File: config.mk
export PLATFORM = sky130hd
export DESIGN_NAME = cap_cmp_timer
export DESIGN_NICKNAME = d
export VERILOG_FILES = /design/src/rtl/cct_pkg.sv /design/src/rtl/cct_sync_edge.sv /design/src/rtl/cct_cmp_unit.sv /design/src/rtl/cap_cmp_timer.sv
export SDC_FILE = /design/constraint.sdc
export NUM_CORES = 1
export LEC_CHECK = 0
export BUFFER_PORTS_ARGS = -buffer_cell sky130_fd_sc_hd__buf_2
export CAP_MARGIN = 20
export CORE_ASPECT_RATIO = 0.8
export CORE_MARGIN = 2
export CORE_UTILIZATION = 55
export CTS_CLUSTER_DIAMETER = 200
export DETAILED_ROUTE_END_ITERATION = 8
export PLACE_DENSITY_LB_ADDON = 0.25
export SLEW_MARGIN = 20
export SYNTH_ARGS = -nofsm -noshare
export SYNTH_HDL_FRONTEND = slang
export SYNTH_SLANG_ARGS = --single-unit
File: constraint.sdc
create_clock -name clk -period 2.61 [get_ports clk]
set_input_delay 0.3915 -clock clk [delete_from_list [all_inputs] [get_ports clk]]
set_output_delay 0.3915 -clock clk [all_outputs]
set_load 0.01 [all_outputs]
File: src/rtl/cct_pkg.sv
package cct_pkg;

    // Register addresses of the software port
    typedef enum logic [2:0] {
        REG_CNT  = 3'd0,
        REG_CMPA = 3'd1,
        REG_CMPB = 3'd2,
        REG_CAP  = 3'd3,
        REG_STAT = 3'd4,
        REG_CTRL = 3'd5
    } reg_addr_e;

    // Flag bit positions in the status word and enable positions (shifted by one) in control
    localparam int unsigned FLAG_CAP = 0;
    localparam int unsigned FLAG_CMP0 = 1;

endpackage

File: src/rtl/cct_sync_edge.sv
module cct_sync_edge #(
    parameter int unsigned STAGES = 2
) (
    input  logic clk,
    input  logic rst_n,
    input  logic din,
    input  logic rise_sel,
    output logic edge_o
);
    logic [STAGES:0] sh_d, sh_q;

    always_comb begin
        sh_d = {sh_q[STAGES-1:0], din};
    end

    always_ff @(posedge clk or negedge rst_n) begin
        if (!rst_n) sh_q <= '0;
        else        sh_q <= sh_d;
    end

    // newest synchronised sample against the one before it
    assign edge_o = rise_sel ? ( sh_q[STAGES-1] & ~sh_q[STAGES])
                             : (~sh_q[STAGES-1] &  sh_q[STAGES]);
endmodule

File: src/rtl/cct_cmp_unit.sv
module cct_cmp_unit #(
    parameter int unsigned W = 16
) (
    input  logic [W-1:0] cnt,
    input  logic [W-1:0] cmp,
    input  logic         adv,
    output logic         hit
);
    // fires only in the cycle the counter leaves the matching value
    assign hit = adv && (cnt == cmp);
endmodule

File: src/rtl/cap_cmp_timer.sv
module cap_cmp_timer
    import cct_pkg::*;
#(
    parameter int unsigned CNT_W       = 16,
    parameter int unsigned SYNC_STAGES = 2
) (
    input  logic             clk,
    input  logic             rst_n,
    input  logic             cnt_en,
    input  logic             cap_in,
    input  logic             bus_sel,
    input  logic             bus_wr,
    input  logic [2:0]       bus_addr,
    input  logic [CNT_W-1:0] bus_wdata,
    output logic [CNT_W-1:0] bus_rdata,
    output logic             match_a,
    output logic             match_b,
    output logic             irq
);
    localparam int unsigned NCMP   = 2;
    localparam int unsigned NFLAG  = NCMP + 1;
    localparam int unsigned CTRL_W = NFLAG + 1;
    localparam int unsigned CMP0_A = int'(REG_CMPA);

    typedef struct packed {
        logic [CNT_W-1:0]            cnt;
        logic [CNT_W-1:0]            cap;
        logic [NCMP-1:0][CNT_W-1:0]  cmp;
        logic [NFLAG-1:0]            flag;
        logic [NFLAG-1:0]            ien;
        logic                        edge_rise;
    } st_t;

    st_t st_d, st_q;

    logic            wr_en, cnt_wr, adv, cap_evt;
    logic [NCMP-1:0] hit;

    assign wr_en  = bus_sel && bus_wr;
    assign cnt_wr = wr_en && (bus_addr == REG_CNT);
    assign adv    = cnt_en && !cnt_wr;

    cct_sync_edge #(.STAGES(SYNC_STAGES)) u_sync (
        .clk      (clk),
        .rst_n    (rst_n),
        .din      (cap_in),
        .rise_sel (st_q.edge_rise),
        .edge_o   (cap_evt)
    );

    for (genvar g = 0; g < NCMP; g++) begin : g_cmp
        cct_cmp_unit #(.W(CNT_W)) u_cmp (
            .cnt (st_q.cnt),
            .cmp (st_q.cmp[g]),
            .adv (adv),
            .hit (hit[g])
        );
    end

    always_comb begin
        st_d = st_q;

        // counter: bus write beats the strobe
        if (cnt_wr)      st_d.cnt = bus_wdata;
        else if (cnt_en) st_d.cnt = st_q.cnt + 1'b1;

        for (int i = 0; i < NCMP; i++) begin
            if (wr_en && (bus_addr == 3'(CMP0_A + i))) st_d.cmp[i] = bus_wdata;
        end

        if (wr_en && (bus_addr == REG_CAP)) st_d.cap = bus_wdata;
        if (cap_evt)                        st_d.cap = st_q.cnt;

        if (wr_en && (bus_addr == REG_CTRL)) begin
            st_d.edge_rise = bus_wdata[0];
            st_d.ien       = bus_wdata[CTRL_W-1:1];
        end

        // write-one-to-clear first, then set events on top
        if (wr_en && (bus_addr == REG_STAT)) st_d.flag = st_q.flag & ~bus_wdata[NFLAG-1:0];
        if (cap_evt) st_d.flag[FLAG_CAP] = 1'b1;
        for (int i = 0; i < NCMP; i++) begin
            if (hit[i]) st_d.flag[FLAG_CMP0 + i] = 1'b1;
        end
    end

    always_ff @(posedge clk or negedge rst_n) begin
        if (!rst_n) begin
            st_q     <= '0;
            st_q.cmp <= '1;
        end else begin
            st_q <= st_d;
        end
    end

    always_comb begin
        bus_rdata = '0;
        case (bus_addr)
            REG_CNT:  bus_rdata = st_q.cnt;
            REG_CMPA: bus_rdata = st_q.cmp[0];
            REG_CMPB: bus_rdata = st_q.cmp[1];
            REG_CAP:  bus_rdata = st_q.cap;
            REG_STAT: bus_rdata[NFLAG-1:0]  = st_q.flag;
            REG_CTRL: bus_rdata[CTRL_W-1:0] = {st_q.ien, st_q.edge_rise};
            default:  bus_rdata = '0;
        endcase
    end

    assign match_a = hit[0];
    assign match_b = hit[1];
    assign irq     = |(st_q.flag & st_q.ien);

    // taps for the bound checker
    logic [CNT_W-1:0] cnt_w;
    logic [NFLAG-1:0] flag_w;
    logic             cnt_wr_w;
    assign cnt_w    = st_q.cnt;
    assign flag_w   = st_q.flag;
    assign cnt_wr_w = cnt_wr;

endmodule

==> metrics, run 1 <==
run status=finished clean; GP Congestion=0.799; switching pwr=1.42 mW; hold bufs inserted after CTS=0; maximum fanout encountered on the critical timing path=9; share of layout cells above drive strength 1=0.360; arrival time worst endpoint=2080 ps; pin slew with the least headroom to its limit=840 ps; total inserted antenna cells=0; sequential power share=0.475; total power=4.15 mW; maxcap violations=0; Mapped Avg Cell Area=11.1 sq um; net switching share of the total power=0.342; share of the synthesized area in the top cell type=0.247; cell type with the largest total area after synthesis=dfrtp_1; number of buffers added for setup after CTS=0; final number of hold-violating endpoints=0; category of the critical setup timing path=reg2out; count of different cell masters after synthesis=40; Non-Filler Cell Area, Final=roughly 0.0047 sq mm; number of cells on the worst reg-to-reg path=4; Boundary Pins=44; area of the die=between 0.008 and 0.009 sq mm; clock latency at the later pin of the worst-skew pair=370 ps; Multi-input gate area=0.00216 sq mm; initial antenna violation count=0; first-pass GRT wire length=approximately 15000 um; normalized max-slew margin=0.440; Reg-to-Reg Start=cnt_w[2]; Setup-failing EPs final=0; minimum clock period=2470 ps; largest net degree at the start of global routing=75; number of H-tree levels=3; Die X=102 um; Clock Skew=8.16 ps; main flop type after synthesis=dfrtp_1; Synth warnings=0; Internal Dissipation=roughly 2.7 mW; number of inserted filler cells in the final layout=620; post-route setup slack=142 ps; final cell utilization of the core=0.634; routed via count divided by cell count=roughly 6; number of port buffers=43; detailed-placement wirelength estimate=about 6700 um; area after detailed placement=0.00451 sq mm; root buffer selected by CTS=clkbuf_8; worst slack, placed=512 ps; Synth Cell Area=between 0.004 and 0.005 sq mm; post-detailed-routing wire length=between 9000 and 10000 um; class of the most critical hold timing path=in2async; leading post-synthesis cells by cell area=dfrtp_1, dfstp_2, mux4_2; slack of the worst reg-to-reg path=~740 ps; all-layer global routing usage=0.250; synthesized flop and latch total=74; placed cell count=509; setup tns final=0 ps; final routed DRC violation total=0; number of enable flip-flop cells after synthesis=0; share of flip-flops with an asynchronous set or reset=1.00; kind of launch point of the worst setup path=flop; Final period util=0.946; post-synthesis cell count=383; TritonCTS clock tree=yes; routed wirelength normalized by instance count=approximately 19 um; count of non-filler cells in the finished layout=525; clock buffer depth=2; Required @ worst endpoint=between 2000 and 2500 ps; final slew viol count=0; first-iteration detailed-routing DRC count=between 150 and 200; worst IR drop on VDD=roughly 0.44 mV; post-cts resize count=0; setup repair after global routing missed its margin=no; Pwr Density=877 mW/mm^2; Antenna Nets Post-Route=0; synth-to-layout area growth=11.0%; part of the Yosys area used for sequential elements=0.444; Clock power frac=0.241; clock transition at the register clock pins on the worst setup and hold paths after CTS=70 ps; Overflow after GRT=0; height of the chip=82.7 um; sequential cell area=about 0.0019 sq mm; TritonCTS sink count=74; count of nets after finishing=441; Worst R2R End=cnt_w[13]; vias in the first global route=2891; final-layout worst hold slack=roughly 38 ps; number of search-and-repair iterations in the first detailed-routing pass=7; via count=around 3100; leakage=a little under 2 nW; core box area=0.00746 sq mm; number of buffers created by CTS=9; effective utilization at floorplan=0.571; Setup crit end kind=primary output; combinational group share of total power=0.284; top achievable clock speed=0.405 GHz; site row count=28; syn_nets=409
## power groups by stage
stage	Clock (mW)	Combinational [mW]	Sequential (mW)
after global placement	0	1.14	1.96
after global routing	1.06	1.30	2.02
after floorplan	0	1.10	1.72
after CTS	1.02	1.18	1.96
final	1.00	1.18	1.97
after detailed placement	0	1.17	1.98
## critical path, cell delays in order (launching register included)
cell and delay, ps:
dfrtp_1 490, xor2_1 230, nor4_1 390, nand2_1 190
nor3_1 230, buf_2 170
## routing by layer
layer,part of all wire,GRT usage,vias up,wire length [um]
met5,0,0,-,0
met2,0.47,0.391,72,4670
li1,-,-,1415,-
met1,0.47,0.359,1578,4680
met4,0.012,0.0480,0,115
met3,0.045,0.0606,9,445
## layout make-up
cell class / instances / share of cell area
multi-input combinational: 269 / 0.457
sequential: 74 / 0.400
timing repair buffer: 52 / 0.0624
inverter: 9 / 0.00714
tap: 105 / 0.0278
clock buffer: 11 / 0.0299
clock inverter: 5 / 0.0164
## Yosys cell counts, types with 9 or more instances
| master | n |
|---|---|
| dfrtp_1 | 42 |
| xor2_1 | 38 |
| dfstp_2 | 32 |
| mux2_2 | 29 |
| nand2_1 | 29 |
| mux2i_1 | 20 |
| nor2_1 | 20 |
| o21ai_0 | 19 |
| a21oi_1 | 17 |
| mux4_2 | 16 |
| nor2b_1 | 13 |
| buf_2 | 11 |
| inv_1 | 9 |
| nand4_1 | 9 |
## worst max-delay path by stage
stage	start	end	slack (ps)
global placement	bus_addr[1]	bus_rdata[3]	550
global route	cnt_w[3]	match_b	50
floorplan	bus_addr[0]	bus_rdata[1]	880
finish	cnt_w[3]	match_b	140
CTS	cnt_w[3]	match_b	200
detailed placement	bus_addr[1]	bus_rdata[3]	510
## registers in the layout (all words and copies together) (netlist names)
register,count
st_q,52
cnt_w,16
u_sync.sh_q,3
flag_w,3
## layout by cell type (no fill, tap or decap), types with 3 or more instances in the layout
cell / count
inv_1: 9
buf_4: 8
nand3_1: 5
dfstp_2: 32
clkbuf_8: 10
o31ai_1: 3
nor4_1: 8
nor2b_1: 13
nor2_1: 20
nand4_1: 9
nor3_1: 4
mux2_1: 4
mux2_2: 29
and3_1: 3
mux2i_1: 20
or4_1: 3
buf_2: 43
nand2_1: 29
xor2_1: 38
or3_1: 3
a21oi_1: 16
o21ai_0: 19
dfrtp_1: 42
mux4_2: 16
o22ai_1: 4
xnor2_1: 5
## kinds of logic (layout without fill, tap and decap cells)
group                    after synthesis  count (layout)  synth area share
AND/OR/NAND/NOR                      108             108             0.133
flip-flops                            74              74             0.444
multiplexers                          69              69             0.219
AO/OA/AOI/OAI                         48              48            0.0622
XOR/XNOR                              43              43            0.0884
buffers and inverters                 40              77            0.0511
adder cells (fa/ha/maj)                1               1           0.00294
Note: power is estimated with default switching activity, not from simulation.
==> inputs of run 2 (changes only) <==
--- a/config.mk
+++ b/config.mk
@@ -5,13 +5,13 @@
 export SDC_FILE = /design/constraint.sdc
 export NUM_CORES = 1
 export LEC_CHECK = 0
-export BUFFER_PORTS_ARGS = -buffer_cell sky130_fd_sc_hd__buf_2
 export CAP_MARGIN = 20
 export CORE_ASPECT_RATIO = 0.8
 export CORE_MARGIN = 2
 export CORE_UTILIZATION = 55
 export CTS_CLUSTER_DIAMETER = 200
 export DETAILED_ROUTE_END_ITERATION = 8
+export DONT_BUFFER_PORTS = 1
 export PLACE_DENSITY_LB_ADDON = 0.25
 export SLEW_MARGIN = 20
 export SYNTH_ARGS = -nofsm -noshare
==> run 2 against run 1 <==
  * Combinational power fell by 11%
  * Total power fell by 1.8%
  * Non-clock buffer count fell by 46
  * Final cell count fell by 8.8%
  * Sequential power barely moved
  * Global-route usage fell by 0.46 points
  * First-iteration DRC count rose by 50%
  * Routed wire length fell by 2.0%
  * Critical path type unchanged
==> metrics, run 2 (synthesis gave the netlist of run 1 again) <==
pin slew with the least headroom to its limit=935 ps (was 840 ps); post-cts resize count=0 (unchanged); synth-to-layout area growth=6.14% (was 11.0%); hold path startpoint=cap_in; maxcap violations=0 (unchanged); via count=2890 (was 3074); Antenna Nets Post-Route=0 (unchanged); all-layer global routing usage=0.245 (was 0.250); sequential cell area=0.00189 sq mm (unchanged); final routed DRC violation total=0 (unchanged); TritonCTS sink count=74 (unchanged); initial antenna violation count=0 (unchanged); top achievable clock speed=0.408 GHz (was 0.405 GHz); effective utilization at floorplan=0.571 (unchanged); height of the chip=82.7 um (unchanged); arrival time worst endpoint=2060 ps (was 2080 ps); maximum fanout encountered on the critical timing path=8 (was 9); max incr delay on CP=500 ps (was 490 ps); post-detailed-routing wire length=9710 um (was 9910 um); total inserted antenna cells=0 (unchanged); leading cell type in the layout, fill and taps excluded=dfrtp_1 (was buf_2); Max stage delay cell, worst path=dfrtp_1 (unchanged); max FFs per register=52 (unchanged); leakage=1.76 nW (was 1.95 nW); first-pass GRT wire length=15300 um (was 15500 um); number of inserted filler cells in the final layout=607 (was 620); cell breakdown of the critical path=xor2_1 > nor4_1 > nand2_1 > nor3_1 (was xor2_1 > nor4_1 > nand2_1 > nor3_1 > buf_2); Overflow after GRT=0 (unchanged); vias in the first global route=2771 (was 2891); number of cells on the worst hold path=0; site row count=28 (unchanged); Reg-to-Reg Start=cnt_w[2] (unchanged); number of buffers created by CTS=9 (unchanged); number of buffers added for setup after CTS=0 (unchanged); Boundary Pins=44 (unchanged); count of non-filler cells in the finished layout=479 (was 525); hold endpoint=u_sync.sh_q[0]; share of layout cells above drive strength 1=0.281 (was 0.360); Clock Skew=10.4 ps (was 8.16 ps); Worst R2R End=cnt_w[13] (unchanged); Setup crit end kind=primary output (unchanged); placed cell count=461 (was 509); detailed-placement wirelength estimate=6740 um (was 6660 um); register with the most flip-flops=st_q (unchanged); number of search-and-repair iterations in the first detailed-routing pass=4 (was 7); normalized max-slew margin=0.377 (was 0.440); number of H-tree levels=3 (unchanged); slack of the worst reg-to-reg path=760 ps (was 740 ps); root buffer selected by CTS=clkbuf_8 (unchanged); most used cells in the layout excluding fill and tap cells=dfrtp_1, xor2_1, dfstp_2 (was buf_2, dfrtp_1, xor2_1); final number of hold-violating endpoints=0 (unchanged); TritonCTS clock tree=yes (unchanged); Multi-input gate area=0.00216 sq mm (unchanged); final slew viol count=0 (unchanged); core box area=0.00746 sq mm (unchanged); first-iteration detailed-routing DRC count=256 (was 171); class of the most critical hold timing path=in2reg (was in2async); clock latency at the later pin of the worst-skew pair=350 ps (was 370 ps); run status=finished clean (unchanged); clock buffer depth=2 (unchanged); Final period util=0.938 (was 0.946); category of the critical setup timing path=reg2out (unchanged); kind of launch point of the worst setup path=flop (unchanged); minimum clock period=2450 ps (was 2470 ps); largest net degree at the start of global routing=75 (unchanged); setup tns final=0 ps (unchanged); clock transition at the register clock pins on the worst setup and hold paths after CTS=70 ps (about the same); setup repair after global routing missed its margin=no (unchanged); Pwr Density=901 mW/mm^2 (was 877 mW/mm^2); Setup-failing EPs final=0 (unchanged); area of the die=0.00847 sq mm (unchanged); number of port buffers=0 (was 43); routed via count divided by cell count=6.03 (was 5.86); routed wirelength normalized by instance count=20.3 um (was 18.9 um); worst IR drop on VDD=0.474 mV (was 0.442 mV); GP Congestion=0.844 (was 0.799); number of cells on the worst reg-to-reg path=4 (unchanged); Die X=102 um (unchanged); Required @ worst endpoint=2220 ps (about the same); count of nets after finishing=395 (was 441)
run 2: changes by cell type in the layout (fill, tap and decap cells not counted):
| cell | previous run | this run |
|---|---|---|
| buf_4 | 8 | 4 |
| clkbuf_8 | 10 | 12 |
| buf_16 | 0 | 1 |
| clkinv_2 | 2 | 1 |
| clkbuf_1 | 1 | 0 |
| dlygate4sd3_1 | 0 | 1 |
| buf_12 | 1 | 0 |
| buf_2 | 43 | 0 |
run 2: worst max-delay path by stage:
stage                           start      endpoint  slack (ps)
after global placement       cnt_w[9]       match_b         630
after floorplan           bus_addr[0]  bus_rdata[1]         880
after detailed placement     cnt_w[0]       match_b         630
after CTS                    cnt_w[9]       match_b         250
final                        cnt_w[9]       match_b         160
after global routing         cnt_w[1]       match_a         130
run 2: critical path, delay by kind of cell (launching register included):
family	cells	cell delay, ps
xor gates and xnor gates	1	190
and+or+nand+nor	3	1030
DFF	1	500
run 2: cell type report:
cell class	instances	area share
tap	105	0.0290
inverter	9	0.00747
multi-input combinational	269	0.478
sequential	74	0.418
clock buffer	12	0.0365
timing repair buffer	6	0.0149
clock inverter	4	0.0160
run 2: power breakdown:
part           switching (mW)  leakage (nW)  internal [mW]
Sequential              0.447         0.830           1.55
Clock                   0.412         0.119          0.615
Combinational           0.487         0.817          0.561
Total                    1.35          1.76           2.73
run 2: metal layers:
layer	track usage	routed length [um]
met4	0.0640	156
met3	0.0715	571
met5	0	0
met1	0.348	4530
met2	0.372	4450
run 2: stage by stage:
stage	util	instance area (sq um)	worst slack [ps]	hold slack, ps	total power, mW
final	0.606	4520	161	68.3	4.08
after global routing	0.606	4520	131	40.4	4.30
after CTS	0.606	4520	248	53.7	4.08
after detailed placement	0.569	4250	633	98.1	3.02
after global placement	0.569	4250	626	98.5	2.98
after floorplan	-	4260	875	95.9	2.82
run 2: repair_timing:
| action | CTS | global route |
|---|---|---|
| setup endpoints to repair | 0 | 0 |
| endpoints found under the hold margin | 74 | 0 |
| hold buffers | 2 | 0 |
==> inputs of run 3 (changes only) <==
--- a/config.mk
+++ b/config.mk
@@ -6,7 +6,7 @@
 export NUM_CORES = 1
 export LEC_CHECK = 0
 export CAP_MARGIN = 20
-export CORE_ASPECT_RATIO = 0.8
+export CORE_ASPECT_RATIO = 0.6
 export CORE_MARGIN = 2
 export CORE_UTILIZATION = 55
 export CTS_CLUSTER_DIAMETER = 200
==> run 3 against run 2 <==
  * Clock power is 22% higher
  * Largest cell class unchanged
  * Via count increased by 0.93%
  * Worst setup slack improved by 60 ps
  * Worst hold slack gained 4.5 ps
  * Global-route usage increased by 1.9 points
  * Sequential share of layout area decreased by 0.59 points
  * Register-to-register slack hardly changed
  * Core utilization grew 1.5 points
==> metrics, run 3 (synthesis gave the netlist of run 1 again) <==
run status=finished clean (unchanged); Setup crit end kind=primary output (unchanged); max FFs per register=52 (unchanged); final routed DRC violation total=0 (unchanged); most used cells in the layout excluding fill and tap cells=dfrtp_1, xor2_1, dfstp_2 (unchanged); synth-to-layout area growth=7.66% (was 6.14%); leading cell type in the layout, fill and taps excluded=dfrtp_1 (unchanged); first-pass GRT wire length=16600 um (was 15300 um); clock transition at the register clock pins on the worst setup and hold paths after CTS=60 ps (was 70 ps); all-layer global routing usage=0.264 (was 0.245); setup repair after global routing missed its margin=no (unchanged); Clock Skew=5.40 ps (was 10.4 ps); register with the most flip-flops=st_q (unchanged); clock buffer depth=2 (unchanged); leakage=1.79 nW (was 1.76 nW); maximum fanout encountered on the critical timing path=7 (was 8); Non-Filler Cell Area, Final=0.00459 sq mm (was 0.00452 sq mm); via count=2917 (was 2890); site row count=24 (was 28); kind of launch point of the worst setup path=flop (unchanged); final number of hold-violating endpoints=0 (unchanged); category of the critical setup timing path=reg2out (unchanged); routed wirelength normalized by instance count=21.5 um (was 20.3 um); top achievable clock speed=0.419 GHz (was 0.408 GHz); count of non-filler cells in the finished layout=478 (was 479); count of nets after finishing=395 (unchanged); final slew viol count=0 (unchanged); Die X=118 um (was 102 um); detailed-placement wirelength estimate=6800 um (was 6740 um); largest net degree at the start of global routing=75 (unchanged); clock latency at the later pin of the worst-skew pair=350 ps (about the same); post-detailed-routing wire length=10300 um (was 9710 um); arrival time worst endpoint=2000 ps (was 2060 ps); initial antenna violation count=0 (unchanged); Overflow after GRT=0 (unchanged); area after detailed placement=0.00425 sq mm (about the same); TritonCTS clock tree=yes (unchanged); minimum clock period=2390 ps (was 2450 ps); total power=4.33 mW (was 4.08 mW); TritonCTS sink count=74 (unchanged); first-iteration detailed-routing DRC count=220 (was 256); number of port buffers=0 (unchanged); setup tns final=0 ps (unchanged); routed via count divided by cell count=6.10 (was 6.03); vias in the first global route=2966 (was 2771); GP Congestion=0.887 (was 0.844); number of inserted filler cells in the final layout=618 (was 607); Pwr Density=943 mW/mm^2 (was 901 mW/mm^2); maxcap violations=0 (unchanged); class of the most critical hold timing path=in2reg (unchanged); Required @ worst endpoint=2220 ps (about the same); normalized max-slew margin=0.391 (was 0.377); worst IR drop on VDD=0.435 mV (was 0.474 mV); effective utilization at floorplan=0.577 (was 0.571); Final period util=0.915 (was 0.938); core box area=0.00739 sq mm (was 0.00746 sq mm); area of the die=0.00849 sq mm (was 0.00847 sq mm); total inserted antenna cells=0 (unchanged); Antenna Nets Post-Route=0 (unchanged); height of the chip=72.2 um (was 82.7 um); share of layout cells above drive strength 1=0.275 (was 0.281); number of search-and-repair iterations in the first detailed-routing pass=5 (was 4); pin slew with the least headroom to its limit=913 ps (was 935 ps); number of buffers created by CTS=9 (unchanged); number of H-tree levels=3 (unchanged); placed cell count=460 (was 461); root buffer selected by CTS=clkbuf_16 (was clkbuf_8); final cell utilization of the core=0.621 (was 0.606); Setup-failing EPs final=0 (unchanged); Boundary Pins=44 (unchanged)
-- run 3: report_power, final --
part | internal, mW | total [mW] | switching [mW]
Combinational | 0.561 | 1.07 | 0.513
Sequential | 1.55 | 2.00 | 0.443
Clock | 0.791 | 1.26 | 0.466
Total | 2.91 | 4.33 | 1.42
-- run 3: per-stage QoR --
stage / worst slack [ps] / hold WS (ps)
after CTS: 120 / 63.3
after global placement: 577 / 98.1
final: 221 / 72.8
after detailed placement: 561 / 97.7
after floorplan: 875 / 95.9
after global routing: 137 / 64.1
-- run 3: repair_timing --
action,CTS,global route
hold buffers,2,0
resized for setup,0,1
setup buffers,0,0
endpoints found under the setup margin,0,1
hold endpoints to repair,74,0
-- run 3: worst paths after layout --
path	depth (start not counted)	slack (ps)	start	to
min in group asynchronous	2	590	rst_n	cnt_w[8]
max in group asynchronous	2	1690	rst_n	st_q[24]
setup / recovery	4	220	cnt_w[8]	match_b
hold reg to reg	0	350	u_sync.sh_q[0]	u_sync.sh_q[1]
setup reg to reg	4	750	cnt_w[2]	cnt_w[13]
hold / removal	0	70	cap_in	u_sync.sh_q[0]
-- run 3: area by class of cell --
class	instances	area [sq um]	area share
repair buffers	6	67.6	0.0147
clock inverters	2	35.0	0.00764
well taps	104	130	0.0284
flip-flops and latches	74	1890	0.412
clock buffers	14	264	0.0575
inverters	9	33.8	0.00736
multi-input cells	269	2170	0.472
-- run 3: worst max-delay path, stage by stage, from the launching register on --
cell	delay, ps
dfrtp_1	480
xor2_1	190
nor4_1	460
nand2_1	180
nor3_2	350
-- run 3: per-layer routing --
layer	part of all wire	wire length (um)	track usage
met1	0.48	4900	0.376
met2	0.43	4430	0.382
met3	0.081	837	0.0896
met4	0.012	124	0.0910
met5	0	0	0
